==> src/rtl/lcdspi_pkg.sv <==
package lcdspi_pkg;

    localparam int BYTE_W     = 8;
    localparam int MAX_BYTES  = 4;
    localparam int FRAME_W    = MAX_BYTES * BYTE_W;
    localparam int NBYTE_W    = $clog2(MAX_BYTES + 1);
    localparam int WORD_W     = 16;

    typedef enum logic [1:0] {
        OP_INDEX  = 2'd0,
        OP_WRITE  = 2'd1,
        OP_READ   = 2'd2,
        OP_STATUS = 2'd3
    } op_e;

    // Leading control byte: fixed 01110 prefix, then id, target select, direction.
    function automatic logic [BYTE_W-1:0] lead_byte(input logic id, input logic sel,
                                                    input logic dir);
        return {5'b01110, id, sel, dir};
    endfunction

endpackage

==> src/rtl/lcdspi_clkdiv.sv <==
module lcdspi_clkdiv #(
    parameter int HALF_DIV = 7
) (
    input  logic clk,
    input  logic rst_n,
    input  logic en,
    output logic tick
);
    localparam int CW = $clog2(HALF_DIV + 1);

    logic [CW-1:0] cnt_d, cnt_q;

    always_comb begin
        tick  = en && (cnt_q == CW'(HALF_DIV - 1));
        cnt_d = cnt_q + CW'(1);
        if (!en || tick) begin
            cnt_d = '0;
        end
    end

    always_ff @(posedge clk or negedge rst_n) begin
        if (!rst_n) begin
            cnt_q <= '0;
        end else begin
            cnt_q <= cnt_d;
        end
    end
endmodule

==> src/rtl/lcdspi_frame.sv <==
module lcdspi_frame
    import lcdspi_pkg::*;
#(
    parameter int GAP_TICKS = 4
) (
    input  logic               clk,
    input  logic               rst_n,
    input  logic               start,
    input  logic [FRAME_W-1:0] frame_in,
    input  logic [NBYTE_W-1:0] nbytes,
    input  logic               tick,
    input  logic               miso,
    output logic               active,
    output logic               sclk,
    output logic               mosi,
    output logic               cs_n,
    output logic [WORD_W-1:0]  rx_word,
    output logic               fdone
);
    localparam int BW = $clog2(FRAME_W + 1);
    localparam int GW = $clog2(GAP_TICKS + 1);

    typedef enum logic [1:0] {FS_IDLE, FS_SHIFT, FS_GAP} fstate_e;

    typedef struct packed {
        fstate_e            st;
        logic [FRAME_W-1:0] tx;
        logic [WORD_W-1:0]  rx;
        logic [BW-1:0]      left;
        logic [GW-1:0]      gap;
        logic               sclk;
        logic               cs_n;
        logic               fdone;
    } frame_regs_t;

    frame_regs_t r_d, r_q;

    always_comb begin
        r_d       = r_q;
        r_d.fdone = 1'b0;
        unique case (r_q.st)
            FS_IDLE: begin
                if (start) begin
                    r_d.tx   = frame_in;
                    r_d.left = BW'(32'(nbytes) << 3);
                    r_d.sclk = 1'b0;
                    r_d.cs_n = 1'b0;
                    r_d.st   = FS_SHIFT;
                end
            end
            FS_SHIFT: begin
                if (tick) begin
                    if (!r_q.sclk) begin
                        r_d.sclk = 1'b1;
                        r_d.rx   = {r_q.rx[WORD_W-2:0], miso};
                    end else begin
                        r_d.sclk = 1'b0;
                        r_d.tx   = {r_q.tx[FRAME_W-2:0], 1'b0};
                        r_d.left = r_q.left - BW'(1);
                        if (r_q.left == BW'(1)) begin
                            r_d.cs_n = 1'b1;
                            r_d.gap  = '0;
                            r_d.st   = FS_GAP;
                        end
                    end
                end
            end
            FS_GAP: begin
                if (tick) begin
                    if (r_q.gap == GW'(GAP_TICKS - 1)) begin
                        r_d.fdone = 1'b1;
                        r_d.st    = FS_IDLE;
                    end else begin
                        r_d.gap = r_q.gap + GW'(1);
                    end
                end
            end
            default: r_d.st = FS_IDLE;
        endcase
    end

    always_ff @(posedge clk or negedge rst_n) begin
        if (!rst_n) begin
            r_q.st    <= FS_IDLE;
            r_q.tx    <= '0;
            r_q.rx    <= '0;
            r_q.left  <= '0;
            r_q.gap   <= '0;
            r_q.sclk  <= 1'b0;
            r_q.cs_n  <= 1'b1;
            r_q.fdone <= 1'b0;
        end else begin
            r_q <= r_d;
        end
    end

    assign active  = (r_q.st != FS_IDLE);
    assign sclk    = r_q.sclk;
    assign mosi    = r_q.tx[FRAME_W-1];
    assign cs_n    = r_q.cs_n;
    assign rx_word = r_q.rx;
    assign fdone   = r_q.fdone;
endmodule

==> src/rtl/lcd_spi_regeng.sv <==
module lcd_spi_regeng
    import lcdspi_pkg::*;
#(
    parameter int SYS_CLK_HZ     = 50_000_000,
    parameter int SCLK_MAX_HZ    = 4_000_000,
    parameter int CS_GAP_PERIODS = 2
) (
    input  logic        clk,
    input  logic        rst_n,
    input  logic        cmd_valid,
    output logic        cmd_ready,
    input  logic [1:0]  cmd_op,
    input  logic [7:0]  cmd_reg,
    input  logic [15:0] cmd_wdata,
    input  logic        cfg_id,
    input  logic        cfg_invert,
    output logic        busy,
    output logic        done,
    output logic [15:0] rdata,
    output logic        spi_sclk,
    output logic        spi_mosi,
    output logic        spi_cs_n,
    input  logic        spi_miso
);
    localparam int HALF_DIV  = (SYS_CLK_HZ + 2 * SCLK_MAX_HZ - 1) / (2 * SCLK_MAX_HZ);
    localparam int GAP_TICKS = 2 * CS_GAP_PERIODS;
    localparam int SEC_W     = 3 * BYTE_W;

    typedef enum logic [1:0] {ST_IDLE, ST_FA, ST_FB, ST_FIN} state_e;

    typedef struct packed {
        state_e             st;
        op_e                op;
        logic [SEC_W-1:0]   fb;
        logic [WORD_W-1:0]  rdata;
        logic               go;
        logic [FRAME_W-1:0] frm;
        logic [NBYTE_W-1:0] nby;
    } eng_regs_t;

    eng_regs_t r_d, r_q;

    logic              tick, f_active, f_done;
    logic [WORD_W-1:0] f_rx;

    logic [BYTE_W-1:0]  lead_a, lead_b;
    logic [FRAME_W-1:0] frame_a;
    logic [SEC_W-1:0]   frame_b;
    op_e                op_in;

    lcdspi_clkdiv #(.HALF_DIV(HALF_DIV)) u_div (
        .clk  (clk),
        .rst_n(rst_n),
        .en   (f_active),
        .tick (tick)
    );

    lcdspi_frame #(.GAP_TICKS(GAP_TICKS)) u_frame (
        .clk     (clk),
        .rst_n   (rst_n),
        .start   (r_q.go),
        .frame_in(r_q.frm),
        .nbytes  (r_q.nby),
        .tick    (tick),
        .miso    (spi_miso),
        .active  (f_active),
        .sclk    (spi_sclk),
        .mosi    (spi_mosi),
        .cs_n    (spi_cs_n),
        .rx_word (f_rx),
        .fdone   (f_done)
    );

    // Frame images built at acceptance from the command and the options.
    always_comb begin
        op_in  = op_e'(cmd_op);
        lead_a = lead_byte(cfg_id, 1'b0, op_in == OP_STATUS);
        lead_b = lead_byte(cfg_id, 1'b1, op_in == OP_READ);
        if (op_in == OP_STATUS) begin
            frame_a = {lead_a, 24'h000000};
        end else begin
            frame_a = {lead_a, 8'h00, cmd_reg, 8'h00};
        end
        frame_a = frame_a ^ {FRAME_W{cfg_invert}};
        if (op_in == OP_READ) begin
            frame_b = {lead_b, 16'h0000};
        end else begin
            frame_b = {lead_b, cmd_wdata};
        end
        frame_b = frame_b ^ {SEC_W{cfg_invert}};
    end

    always_comb begin
        r_d    = r_q;
        r_d.go = 1'b0;
        unique case (r_q.st)
            ST_IDLE: begin
                if (cmd_valid) begin
                    r_d.op  = op_in;
                    r_d.fb  = frame_b;
                    r_d.frm = frame_a;
                    r_d.nby = (op_in == OP_STATUS) ? NBYTE_W'(4) : NBYTE_W'(3);
                    r_d.go  = 1'b1;
                    r_d.st  = ST_FA;
                end
            end
            ST_FA: begin
                if (f_done) begin
                    if (r_q.op == OP_WRITE || r_q.op == OP_READ) begin
                        r_d.frm = {r_q.fb, 8'h00};
                        r_d.nby = NBYTE_W'(3);
                        r_d.go  = 1'b1;
                        r_d.st  = ST_FB;
                    end else begin
                        if (r_q.op == OP_STATUS) begin
                            r_d.rdata = f_rx;
                        end
                        r_d.st = ST_FIN;
                    end
                end
            end
            ST_FB: begin
                if (f_done) begin
                    if (r_q.op == OP_READ) begin
                        r_d.rdata = f_rx;
                    end
                    r_d.st = ST_FIN;
                end
            end
            ST_FIN: begin
                r_d.st = ST_IDLE;
            end
            default: r_d.st = ST_IDLE;
        endcase
    end

    always_ff @(posedge clk or negedge rst_n) begin
        if (!rst_n) begin
            r_q.st    <= ST_IDLE;
            r_q.op    <= OP_INDEX;
            r_q.fb    <= '0;
            r_q.rdata <= '0;
            r_q.go    <= 1'b0;
            r_q.frm   <= '0;
            r_q.nby   <= '0;
        end else begin
            r_q <= r_d;
        end
    end

    assign cmd_ready = (r_q.st == ST_IDLE);
    assign busy      = (r_q.st != ST_IDLE);
    assign done      = (r_q.st == ST_FIN);
    assign rdata     = r_q.rdata;
endmodule

==> config.mk <==
export PLATFORM = sky130hd
export DESIGN_NAME = lcd_spi_regeng
export DESIGN_NICKNAME = d
export VERILOG_FILES = /design/src/rtl/lcdspi_pkg.sv /design/src/rtl/lcdspi_clkdiv.sv /design/src/rtl/lcdspi_frame.sv /design/src/rtl/lcd_spi_regeng.sv
export SDC_FILE = /design/constraint.sdc
export NUM_CORES = 1
export LEC_CHECK = 0
export ABC_AREA = 1
export BUFFER_PORTS_ARGS = -buffer_cell sky130_fd_sc_hd__buf_2
export CAP_MARGIN = 15
export CORE_MARGIN = 3
export CORE_UTILIZATION = 55
export CTS_CLUSTER_SIZE = 28
export DETAILED_ROUTE_END_ITERATION = 7
export PLACE_DENSITY = 0.74
export SLEW_MARGIN = 10
export SYNTH_ARGS = -nofsm -noshare
export SYNTH_HDL_FRONTEND = slang
export SYNTH_SLANG_ARGS = --single-unit
==> constraint.sdc <==
create_clock -name clk -period 1.91 [get_ports clk]
set_input_delay 0.0955 -clock clk [delete_from_list [all_inputs] [get_ports clk]]
set_output_delay 0.0955 -clock clk [all_outputs]
set_load 0.02 [all_outputs]
---- After elaboration in Yosys (flattened, before gate mapping) ----
Cells that the tools add are included.
storage, ports and cells
  register bits ........................... 145
  output and inout bits ................... 22
  logic and storage cells ................. 113
operators by class
  add/subtract/negate cells ............... 3
  equal/unequal tests ..................... 27
  muxes and demuxes ....................... 42
  bitwise operators ....................... 3
  reduce and logical (&&, ||, !) cells .... 22
operators by type and width
  kind                                                    number
  2-to-1 mux 16 bit                                       5
  2-to-1 mux 36 bit                                       2
  case mux 36 bit (2 select lines)                        1
  2-to-1 mux 34 bit                                       2
  case mux 32 bit (2 select lines)                        1
  2-to-1 mux 61 bit                                       1
  2-to-1 mux 52 bit                                       1
  case mux 16 bit (2 select lines)                        1
  bitwise XOR 31 x 32 -> 32 bit                           1
  2-to-1 mux 28 bit                                       1
  2-to-1 mux 25 bit                                       1
  bitwise XOR 23 x 24 -> 24 bit                           1
  inequality test 2 bit (second input constant)           9
  AND reduction 6 bit                                     3
  2-to-1 mux 17 bit                                       1
  2-to-1 mux 3 bit                                        5
  equality test 2 bit (second input constant)             7
  2-to-1 mux 2 bit                                        6
  case mux 6 bit (2 select lines)                         1
  nonzero test 2 bit                                      6
  inequality test 2 x 1 -> 1 bit (second input constant)  5
  2-to-1 mux 9 bit                                        1
  AND reduction 3 bit                                     3
  case mux 2 bit (4 select lines)                         1
  19 further kinds                                        31

---- Longest topological paths before layout ----
Gate-level depths: netlist of run 1.
  depth in word-level cells ............... 5
  gate-level depth with buffers ........... 11
  gate-level depth less buffers ........... 10

---- Hierarchy ----
From an unflattened synthesis of run 1, not the netlist that was laid out.
second synthesis, totals
  cells, all modules ...................... 830
  area total of the unflattened synthesis .. 6802.8 µm²
modules (own cells, without submodules)
  module          instances  cells an instance  area each (µm²)  seq. area each (µm²)
  lcd_spi_regeng  1          450                3520.9           1626.6
  lcdspi_frame    1          362                3130.5           1552.7
  lcdspi_clkdiv   1          18                 151.4            75.1

---- Worst setup path before layout of run 1 ----
OpenSTA, ideal clock, no wires.
  path type ............................... register to register
  start point ............................. register r_q[78] (netlist bit)
  end point ............................... register r_q[17] (netlist bit)
  data arrival time ....................... 1663 ps
  required time ........................... 1794 ps
  setup slack ............................. 131 ps
  cell stages (with the launch flop) ...... 10
  path buffers ............................ 1
  period minus slack after synthesis ...... 1779 ps
  cell sequence ........................... dfrtp_1 > inv_1 > ha_1 > inv_1 > or2_1 > nand2_2 > inv_4 > buf_4 > nand2_1 > nand2_1
between the ends
  cells in the longest elaborated chain, start to end .. 3
ends and longest elaborated chain
  element                                                                              RTL line               text
  start: declaration                                                                   lcd_spi_regeng.sv:41   eng_regs_t r_d, r_q;
  start signal: assignment                                                             lcd_spi_regeng.sv:147  r_q <= r_d;
  logical NOT 2 bit (*)                                                                --
  named net cmd_ready                                                                  lcd_spi_regeng.sv:11   output logic cmd_ready,
  inequality test 2 bit (no source line) / nonzero test 2 bit (equally long branches)  --
  AND reduction 4 bit (no source line)                                                 --
The timed path passes the listed nets; every way through them passes the cells marked *.
A chain may end at the register's enable or synchronous reset.

---- Worst setup path after layout of run 1 ----
  start point ............................. register r_q[78] (netlist bit)
  end point ............................... register r_q[10] (netlist bit)
between the ends
  cells in the longest elaborated chain, start to end .. 3
ends and longest elaborated chain
  element                                                                   RTL line              text
  equality test 2 x 1 -> 1 bit / logical NOT 2 bit (equally long branches)  lcd_spi_regeng.sv:96  unique case (r_q.st)
  inequality test 2 bit (no source line) (tied with other cells)            --
  AND reduction 4 bit (no source line)                                      --
Parallel ways exist; a longest one is shown, timed or not.

==> results of run 1 <==
[worst min-delay path, cell delays in order]
cell and delay, ns:
sky130_fd_sc_hd__buf_2 0.10, sky130_fd_sc_hd__nand3_1 0.07, sky130_fd_sc_hd__nand2_1 0.05, sky130_fd_sc_hd__nand2_1 0.05
sky130_fd_sc_hd__nand2_1 0.05, sky130_fd_sc_hd__nand2_1 0.04
[per-layer routing]
layer | vias up | global-route usage (%) | routed length, um
met2 | 128 | 38.5 | 6680
met5 | - | 0 | 0
met1 | 2416 | 27.9 | 5960
met4 | 0 | 6.81 | 150
met3 | 16 | 4.67 | 512
li1 | 2649 | - | -
[Yosys cell counts]
library cell,n
sky130_fd_sc_hd__o221ai_1,1
sky130_fd_sc_hd__inv_2,8
sky130_fd_sc_hd__xnor2_1,1
sky130_fd_sc_hd__o211ai_2,1
sky130_fd_sc_hd__nand3b_1,1
sky130_fd_sc_hd__xor2_1,1
sky130_fd_sc_hd__inv_4,1
sky130_fd_sc_hd__nand3_1,38
sky130_fd_sc_hd__a21oi_2,1
sky130_fd_sc_hd__dfstp_2,1
sky130_fd_sc_hd__buf_1,2
sky130_fd_sc_hd__nand2_2,6
sky130_fd_sc_hd__inv_1,45
sky130_fd_sc_hd__o211ai_1,16
sky130_fd_sc_hd__nor2_4,1
sky130_fd_sc_hd__nor2_1,34
sky130_fd_sc_hd__a21oi_1,6
sky130_fd_sc_hd__buf_4,24
sky130_fd_sc_hd__or2_1,1
sky130_fd_sc_hd__nand3_2,1
sky130_fd_sc_hd__ha_1,12
sky130_fd_sc_hd__buf_2,16
sky130_fd_sc_hd__nand2_1,370
sky130_fd_sc_hd__buf_6,5
sky130_fd_sc_hd__o21ai_2,1
sky130_fd_sc_hd__clkinv_1,1
sky130_fd_sc_hd__nor2_2,2
sky130_fd_sc_hd__o21ai_0,50
sky130_fd_sc_hd__nand4_1,2
sky130_fd_sc_hd__a31oi_1,1
sky130_fd_sc_hd__nor3_1,1
sky130_fd_sc_hd__dfrtp_1,129
sky130_fd_sc_hd__clkbuf_1,4
sky130_fd_sc_hd__o21ai_1,27
[metrics by stage]
step	hold slack, ns	instance area (sq um)	utilization (%)	cells	total power, mW
finish	0.0871	7340	66.3	1017	5.76
global placement	0.0346	6610	59.6	967	2.96
global route	0.133	7340	66.3	1017	5.95
detailed placement	0.0356	6610	59.6	967	2.96
CTS	0.0764	7340	66.2	1017	5.79
floorplan	-0.200	6360	-	811	2.85
[cell type report]
type / count / area (sq um) / share of cell area (%)
inverter: 55 / 209 / 2.85
clock buffer: 22 / 474 / 6.46
sequential: 130 / 3250 / 44.3
clock inverter: 6 / 35.0 / 0.477
tap: 140 / 175 / 2.39
timing repair buffer: 89 / 631 / 8.59
multi-input combinational: 575 / 2560 / 34.9
[power breakdown]
group	internal, mW	total [mW]	switching (mW)
logic	0.0745	0.185	0.111
registers	2.76	2.76	0.00253
clock network	1.72	2.81	1.09
total	4.55	5.76	1.20
[cells by family (layout without fill, tap and decap cells)]
kind of cell	after synthesis	in the layout	synth area share, %
xor gates and xnor gates	2	2	0.275
AOI/OAI and AO/OA	104	104	9.13
and+or+nand+nor	457	457	28.4
adders and majority gates	12	12	2.36
buffers and inverters	106	172	8.62
DFF	130	130	51.2
[sequential cells by signal (all words and copies together) (netlist names)]
register and count:
u_div.cnt_q 3, u_frame.fdone 1, u_frame.sclk 1, u_frame.cs_n 1, u_frame.mosi 1, u_frame.rx_word 16
r_q 49, rdata 16, u_frame.r_q 42
[how the worst max path moves through the flow]
stage	end	start	slack (ns)
floorplan	r_q[17]	r_q[78]	0.13
global placement	r_q[29]	r_q[78]	0.26
detailed placement	u_frame.rx_word[6]	u_div.cnt_q[0]	0.18
CTS	u_frame.rx_word[6]	u_div.cnt_q[0]	0.14
global route	r_q[19]	r_q[79]	0.02
finish	r_q[10]	r_q[78]	0.18
[repair_timing]
action,in CTS,in global routing
hold buffers,22,0
endpoints found under the setup margin,0,3
endpoints found under the hold margin,68,0
gates resized for setup,0,2
==> reports/results.md, run 1 <==
• first-pass iteration count of the detailed router: 5
• top cells by area in the synthesized netlist: sky130_fd_sc_hd__dfrtp_1 51%, sky130_fd_sc_hd__nand2_1 22%, sky130_fd_sc_hd__o21ai_0 3.9%
• clk_lat worst skew: 0.41 ns
• Final setup violation count: 0
• Seq/Total Area, Yosys: 51.2%
• post-placement setup slack: 0.180 ns
• post-synthesis instance area: 6360 sq um
• setup TNS: 0 ns
• cell count after synthesis: 811
• Core Rows: 38
• Final WS setup: 0.177 ns
• share of post-route cells with drive strength above 1: 13.5%
• P&R area growth vs syn: 15.4%
• area share of the largest cell type after synthesis: 50.8%
• Inserted Diodes: 0
• maximum fanout count along the critical path: 20
• static leakage: 3.89 nW
• arrival time of the worst setup path: 2.07 ns
• total routing resource utilization after global routing: 22.2%
• WHS Endpoint: r_q[18]
• Boundary Pins: 54
• area of the core: 11,100 sq um
• number of cells traversed by the worst hold path: 6
• global-route wire length before repair: 23,200 um
• endpoint required time on the critical path: 2.25 ns
• final routed wirelength across all metal layers: 13,300 um
• logic depth of the worst register-to-register path: 8
• cell type with the highest occurrence count on the critical path: sky130_fd_sc_hd__inv_1
• number of buffers inserted to repair setup after CTS: 0
• average cell area after synthesis: 7.84 sq um
• run status: completed
• final weighted congestion in routability-driven placement: 0.808
• input/output buffers: 53
• antenna violations before repair: 0
• setup skew after layout: 0.00745 ns
• post-route fraction of the period consumed by the critical path: 90.7%
• TritonCTS clock tree: built
• maximum level of the CTS H-tree: 4
• clock sink count: 130
• deepest clock path buffer count: 2
• DRT iter0 DRCs: 390
• most common library cell in the layout ignoring fill and taps: sky130_fd_sc_hd__nand2_1
• die height: 114 um
• area leader, netlist: sky130_fd_sc_hd__dfrtp_1
• clock-pin slew on the worst setup and hold paths: 0.05 ns
• setup repair after global routing missed its margin: false
• grt total ovfl: 0
• total die area: 12,900 sq um
• nets: 912
• min-delay worst type: input port to flip-flop
• Least-Margin Pin Slew: 0.470 ns
• number of slew-limit violations in the final report: 0
• Antenna Violating Nets Remaining: 0
• R2R Path End: r_q[10]
• half-perimeter wire length after placement: 8850 um
• chip width: 114 um
• tightest slew margin relative to the limit: 68.5%
• highest cell delay on the worst timing path: 0.42 ns
• final count of hold timing violations: 0
• category of the worst setup path launch point: flip-flop
• overall via count from detail_route: 5,209
• total power per unit cell area: 784 nW/um^2
• gate family responsible for the most delay along the worst path: simple AND/OR/NAND/NOR gates
• Unique masters post-synth: 34
• WP buf/inv: 3
• standard cell with the maximum stage delay on the critical path: sky130_fd_sc_hd__dfrtp_1
• FF-to-FF setup slack: 0.18 ns
• top library cells by usage in the layout, fill and taps aside: 368 x sky130_fd_sc_hd__nand2_1, 129 x sky130_fd_sc_hd__dfrtp_1, 52 x sky130_fd_sc_hd__buf_2, 50 x sky130_fd_sc_hd__o21ai_0, 45 x sky130_fd_sc_hd__inv_1
• Max-Cap Viols: 0
• flip-flop and latch count after synthesis: 130
• via count of the first global-routing pass: 5,113
• via/cell ratio: 5.12
• Root Buffer Master: sky130_fd_sc_hd__clkbuf_16
• starting density of the core: 57.4%
• fin crit period: 1.73 ns
• RR Startpoint: r_q[78]
• detail-routed net length per standard cell: 13.1 um
• total stage count of the critical path: 8
• Filler Cell Count: 896
• top achievable clock speed: 577 MHz
• maximum number of pins on one net before global-route repair: 84
• remaining design rule violation count: 0
• hold path startpoint: cmd_reg[7]
• startpoint-to-endpoint class of the critical path: flip-flop to flip-flop
• cell-by-cell listing of the critical path: inv_1 > ha_1 > inv_1 > or2_1 > nand2_2 > buf_4 > nand2_1 > o21ai_1
• maximum resistive drop on vdd: 0.000530 V
• crit path capture type: flip-flop
• Syn Nets: 855
• number of buffers inserted during clock tree synthesis: 17
• yosys warns: 0
Power figures use the tool's default switching activity.
==> inputs of run 2 (changes only) <==
Settings changed: CORE_ASPECT_RATIO from default to 1.5.
==> reports/results.md, run 2 (synthesized netlist as in run 1, its figures left out) <==
• hold path startpoint: cmd_reg[6]
• number of cells traversed by the worst hold path: 6
• startpoint-to-endpoint class of the critical path: flip-flop to flip-flop
• detail-routed net length per standard cell: 12.7 um
• final count of hold timing violations: 0
• number of buffers inserted during clock tree synthesis: 17
• total power per unit cell area: 839 nW/um^2
• crit path capture type: flip-flop
• top library cells by usage in the layout, fill and taps aside: 370 x sky130_fd_sc_hd__nand2_1, 129 x sky130_fd_sc_hd__dfrtp_1, 52 x sky130_fd_sc_hd__buf_2, 50 x sky130_fd_sc_hd__o21ai_0, 45 x sky130_fd_sc_hd__inv_1
• P&R area growth vs syn: 17.3%
• post-route fraction of the period consumed by the critical path: 88.8%
• Core Rows: 47
• number of buffers inserted to repair setup after CTS: 0
• half-perimeter wire length after placement: 8970 um
• endpoint required time on the critical path: 2.24 ns
• register bank with the most flops: r_q
• overall via count from detail_route: 5,306
• setup skew after layout: 0.00757 ns
• starting density of the core: 56.9%
• category of the worst setup path launch point: flip-flop
• TritonCTS clock tree: built
• final routed wirelength across all metal layers: 13,000 um
• wire length on met2: 7130 um
• first-pass iteration count of the detailed router: 4
• routed metal-1 wire length: 5210 um
• via count of the first global-routing pass: 5,277
• Inserted Diodes: 0
• antenna violations before repair: 0
• FF-to-FF setup slack: 0.21 ns
• Antenna Violating Nets Remaining: 0
• chip width: 93.8 um
• cell-by-cell listing of the critical path: inv_1 > ha_1 > inv_2 > nor2_2 > nand2_2 > inv_2 > nand2_1 > nand2_1 > nand2_1 > o21ai_1
• total routing resource utilization after global routing: 22.5%
• cell type with the highest occurrence count on the critical path: sky130_fd_sc_hd__nand2_1
• maximum fanout count along the critical path: 16
• via/cell ratio: 5.16
• Least-Margin Pin Slew: 0.617 ns
• nets: 912
• highest cell delay on the worst timing path: 0.40 ns
• post-route standard cell area excluding fillers: 7460 sq um
• Max-Cap Viols: 0
• standard cell with the maximum stage delay on the critical path: sky130_fd_sc_hd__dfrtp_1
• area of the core: 11,200 sq um
• clock-pin slew on the worst setup and hold paths: 0.05 ns
• top achievable clock speed: 590 MHz
• met3 wire len: 476 um
• maximum level of the CTS H-tree: 4
• die height: 138 um
• Final setup violation count: 0
• placed inst area: 6620 sq um
• WP buf/inv: 3
• grt total ovfl: 0
• total die area: 12,900 sq um
• remaining design rule violation count: 0
• clock sink count: 130
• Boundary Pins: 54
• maximum number of pins on one net before global-route repair: 57
• maximum resistive drop on vdd: 0.000766 V
• arrival time of the worst setup path: 2.03 ns
• min-delay worst type: input port to flip-flop
• run status: completed
• R2R Path End: r_q[22]
• static leakage: 3.95 nW
• global-route wire length before repair: 23,200 um
• input/output buffers: 53
• fin crit period: 1.70 ns
• setup repair after global routing missed its margin: false
• Largest regs: r_q x49, u_frame.r_q x42
• flip-flop count of the largest register after layout: 49
• tightest slew margin relative to the limit: 58.9%
• share of post-route cells with drive strength above 1: 13.5%
• gate family responsible for the most delay along the worst path: simple AND/OR/NAND/NOR gates
• DRT iter0 DRCs: 295
• clk_lat worst skew: 0.41 ns
• most common library cell in the layout ignoring fill and taps: sky130_fd_sc_hd__nand2_1
• Root Buffer Master: sky130_fd_sc_hd__clkbuf_16
• WHS Endpoint: r_q[17]
• Max Used Layer: met4
• number of slew-limit violations in the final report: 0
• logic depth of the worst register-to-register path: 10
• setup TNS: 0 ns
• deepest clock path buffer count: 2
• RR Startpoint: r_q[79]
• timing startpoint of the critical path: r_q[79]
• final weighted congestion in routability-driven placement: 0.792
## run 2: cell types whose count changed in the layout (fill, tap and decap cells not counted), moves of 2 or more
| cell | previous run | this run |
|---|---|---|
| sky130_fd_sc_hd__nand2_1 | 368 | 370 |
| sky130_fd_sc_hd__nand2_2 | 8 | 5 |
| sky130_fd_sc_hd__inv_2 | 8 | 6 |
| sky130_fd_sc_hd__bufinv_16 | 0 | 3 |
| sky130_fd_sc_hd__clkinv_2 | 4 | 2 |
| sky130_fd_sc_hd__inv_4 | 1 | 3 |
## run 2: worst max-delay path by stage
| stage | cells after the start | end |
|---|---|---|
| after floorplan | 9 | r_q[17] |
| after global placement | 9 | r_q[13] |
| after detailed placement | 8 | r_q[33] |
| after CTS | 8 | r_q[33] |
| after global routing | 10 | r_q[21] |
| final | 10 | r_q[22] |
## run 2: final cells by class
cell class | count | area, sq um
clock inverters | 8 | 124
well taps | 147 | 184
clock buffers | 24 | 492
multi-input cells | 575 | 2560
repair buffers | 89 | 631
flip-flops and latches | 130 | 3250
fillers | 904 | 3710
inverters | 55 | 214
## run 2: report_power, final
part           total [mW]  switching [mW]  internal, mW
clock                3.32            1.12          2.19
sequential           2.76         0.00258          2.76
combinational       0.185           0.109        0.0759
total                6.26            1.24          5.03
## run 2: tightest hold or removal path, cell delays in order
cell	delay [ns]
sky130_fd_sc_hd__buf_2	0.09
sky130_fd_sc_hd__nand3_1	0.07
sky130_fd_sc_hd__nand2_1	0.06
sky130_fd_sc_hd__nand2_1	0.04
sky130_fd_sc_hd__nand2_1	0.05
sky130_fd_sc_hd__nand2_1	0.04
## run 2: timing repair
| action | CTS | global route |
|---|---|---|
| hold endpoints to repair | 63 | 0 |
| hold buffers | 22 | 0 |
| resized for setup | 0 | 4 |
| endpoints found under the setup margin | 0 | 7 |
## run 2: per-layer routing
layer | up-vias | track usage [%]
li1 | 2660 | -
met1 | 2519 | 24.8
met2 | 109 | 40.9
met3 | 18 | 5.25
met4 | 0 | 9.72
met5 | - | 0
## run 2: per-stage QoR
step                      hold slack [ns]  worst slack, ns  util (%)  power, mW  std cells
after global placement              0.139            0.285      59.2       2.96        974
after CTS                          0.0630            0.184      66.7       6.33       1028
final                              0.0711            0.214      66.8       6.26       1028
after floorplan                    -0.200            0.131         -       2.85        811
after global routing                0.106           0.0247      66.8       6.48       1028
after detailed placement            0.149            0.203      59.2       2.96        974
==> inputs of run 3 (changes only) <==
Clock period 1.91 ns to 1.9 ns, I/O delays scaled along.
==> reports/results.md, run 3 (synthesized netlist as in run 1, its figures left out) <==
• clock sink count: 130
• P&R area growth vs syn: 17.3%
• global-route wire length before repair: 23,400 um
• die height: 138 um
• grt met2 use: 42.1%
• fin crit period: 1.75 ns
• first-pass iteration count of the detailed router: 5
• most common library cell in the layout ignoring fill and taps: sky130_fd_sc_hd__nand2_1
• Core Rows: 47
• overall via count from detail_route: 5,309
• via/cell ratio: 5.17
• category of the worst setup path launch point: flip-flop
• final count of hold timing violations: 0
• Antenna Violating Nets Remaining: 0
• Final setup violation count: 0
• Filler Cell Count: 919
• area occupied by registers: 3250 sq um
• Inserted Diodes: 0
• number of slew-limit violations in the final report: 0
• hold path startpoint: cmd_valid
• cell-by-cell listing of the critical path: inv_1 > ha_1 > nand2_1 > inv_2 > nand2_1 > buf_4 > nand2_1 > nand2_1 > o21ai_0
• GR Layer Usage met3: 6.39%
• starting density of the core: 56.9%
• Least-Margin Pin Slew: 0.553 ns
• Max-Cap Viols: 0
• via count of the first global-routing pass: 5,256
• TritonCTS clock tree: built
• WP buf/inv: 3
• run status: completed
• FF-to-FF setup slack: 0.15 ns
• final weighted congestion in routability-driven placement: 0.790
• top library cells by usage in the layout, fill and taps aside: 370 x sky130_fd_sc_hd__nand2_1, 129 x sky130_fd_sc_hd__dfrtp_1, 52 x sky130_fd_sc_hd__buf_2, 50 x sky130_fd_sc_hd__o21ai_0, 45 x sky130_fd_sc_hd__inv_1
• tightest slew margin relative to the limit: 63.0%
• clock-pin slew on the worst setup and hold paths: 0.06 ns
• post-route fraction of the period consumed by the critical path: 92.2%
• setup repair after global routing missed its margin: true
• input/output buffers: 53
• Post-Place Cells: 974
• DRT iter0 DRCs: 290
• clk_lat worst skew: 0.42 ns
• endpoint required time on the critical path: 2.21 ns
• Root Buffer Master: sky130_fd_sc_hd__clkbuf_16
• share of post-route cells with drive strength above 1: 13.4%
• number of cells traversed by the worst hold path: 3
• chip width: 93.8 um
• crit path capture type: flip-flop
• final routed wirelength across all metal layers: 13,500 um
• top achievable clock speed: 571 MHz
• setup TNS: 0 ns
• standard cell with the maximum stage delay on the critical path: sky130_fd_sc_hd__dfrtp_1
• busiest layer in global routing: met2
• flip-flop count of the largest register after layout: 49
• WHS Endpoint: r_q[2]
• grt total ovfl: 0
• R2R Path End: r_q[20]
• maximum fanout count along the critical path: 12
• antenna violations before repair: 0
• min-delay worst type: input port to flip-flop
• total die area: 12,900 sq um
• setup skew after layout: 0.00620 ns
• detail-routed net length per standard cell: 13.1 um
• RR Startpoint: r_q[78]
• logic depth of the worst register-to-register path: 9
• maximum resistive drop on vdd: 0.000665 V
• static leakage: 3.95 nW
• deepest clock path buffer count: 2
• remaining design rule violation count: 0
• Cell Count, Final, Fillers Out: 1,027
• register bank with the most flops: r_q
• met1 global-route usage: 25.1%
• area of the core: 11,200 sq um
• Boundary Pins: 54
• area occupied by multi-input gates: 2560 sq um
• maximum number of pins on one net before global-route repair: 63
• maximum level of the CTS H-tree: 4
• total routing resource utilization after global routing: 22.8%
• nets: 911
• number of buffers inserted during clock tree synthesis: 17
• total power per unit cell area: 854 nW/um^2
• half-perimeter wire length after placement: 9090 um
• highest cell delay on the worst timing path: 0.41 ns
• Largest regs: r_q x49, u_frame.r_q x42
• cell type with the highest occurrence count on the critical path: sky130_fd_sc_hd__nand2_1
• startpoint-to-endpoint class of the critical path: flip-flop to flip-flop
• gate family responsible for the most delay along the worst path: buffers and inverters
• arrival time of the worst setup path: 2.06 ns
run 3: cell count changes in the layout (fill, tap and decap cells not counted), sizes merged:
cell and delta:
bufinv +1, clkbuf -2, dlygate4sd3 -1, inv -1, clkinv +3, clkinvlp -1
run 3: final cells by class:
class	count	share of cell area, %
multi-input combinational	575	34.4
clock buffer	22	6.09
inverter	55	2.85
sequential	130	43.6
timing repair buffer	88	8.49
tap	147	2.47
clock inverter	10	2.10
run 3: per-layer routing:
layer / vias up / share of wire (%) / wire, um
met3: 22 / 3.9 / 532
met5: - / 0 / 0
li1: 2643 / - / -
met4: 0 / 1.5 / 197
met1: 2529 / 40 / 5400
met2: 115 / 55 / 7350
run 3: power breakdown:
group	switching (mW)	internal, mW	total [mW]
clock network	1.18	2.22	3.41
logic	0.109	0.0749	0.184
registers	0.00264	2.77	2.78
total	1.29	5.07	6.37
run 3: stage by stage:
| stage | instance area [sq um] | setup slack (ns) | total power [mW] | utilization [%] | hold WS, ns |
|---|---|---|---|---|---|
| 6_report | 7460 | 0.149 | 6.37 | 66.7 | 0.0243 |
| 3_5_place_dp | 6630 | 0.170 | 2.98 | 59.3 | 0.0538 |
| 5_1_grt | 7460 | -0.0247 | 6.55 | 66.7 | 0.0231 |
| 2_1_floorplan | 6360 | 0.121 | 2.87 | - | -0.201 |
| 4_1_cts | 7450 | 0.124 | 6.40 | 66.7 | 0.00948 |
| 3_3_place_gp | 6630 | 0.239 | 2.97 | 59.3 | 0.0560 |
run 3: how the worst max path moves through the flow:
stage	from	to	slack [ns]	cells after the start
2_1_floorplan	r_q[78]	r_q[17]	0.12	9
3_3_place_gp	r_q[78]	r_q[33]	0.24	8
3_5_place_dp	r_q[78]	r_q[33]	0.17	8
4_1_cts	r_q[79]	r_q[20]	0.12	10
5_1_grt	r_q[79]	r_q[20]	-0.02	10
6_report	r_q[78]	r_q[20]	0.15	9
run 3: repair_timing:
action                                 CTS  global route
setup endpoints to repair                0             4
hold buffers                            21             0
endpoints found under the hold margin   70             0
setup buffers                            0             0
resized for setup                        0             3
run 3: worst reg2reg max path, cell delays in order (launching register included):
cell,delay [ns]
sky130_fd_sc_hd__dfrtp_1,0.41
sky130_fd_sc_hd__inv_1,0.10
sky130_fd_sc_hd__ha_1,0.24
sky130_fd_sc_hd__nand2_1,0.18
sky130_fd_sc_hd__inv_2,0.18
sky130_fd_sc_hd__nand2_1,0.10
sky130_fd_sc_hd__buf_4,0.19
sky130_fd_sc_hd__nand2_1,0.08
sky130_fd_sc_hd__nand2_1,0.05
sky130_fd_sc_hd__o21ai_0,0.11
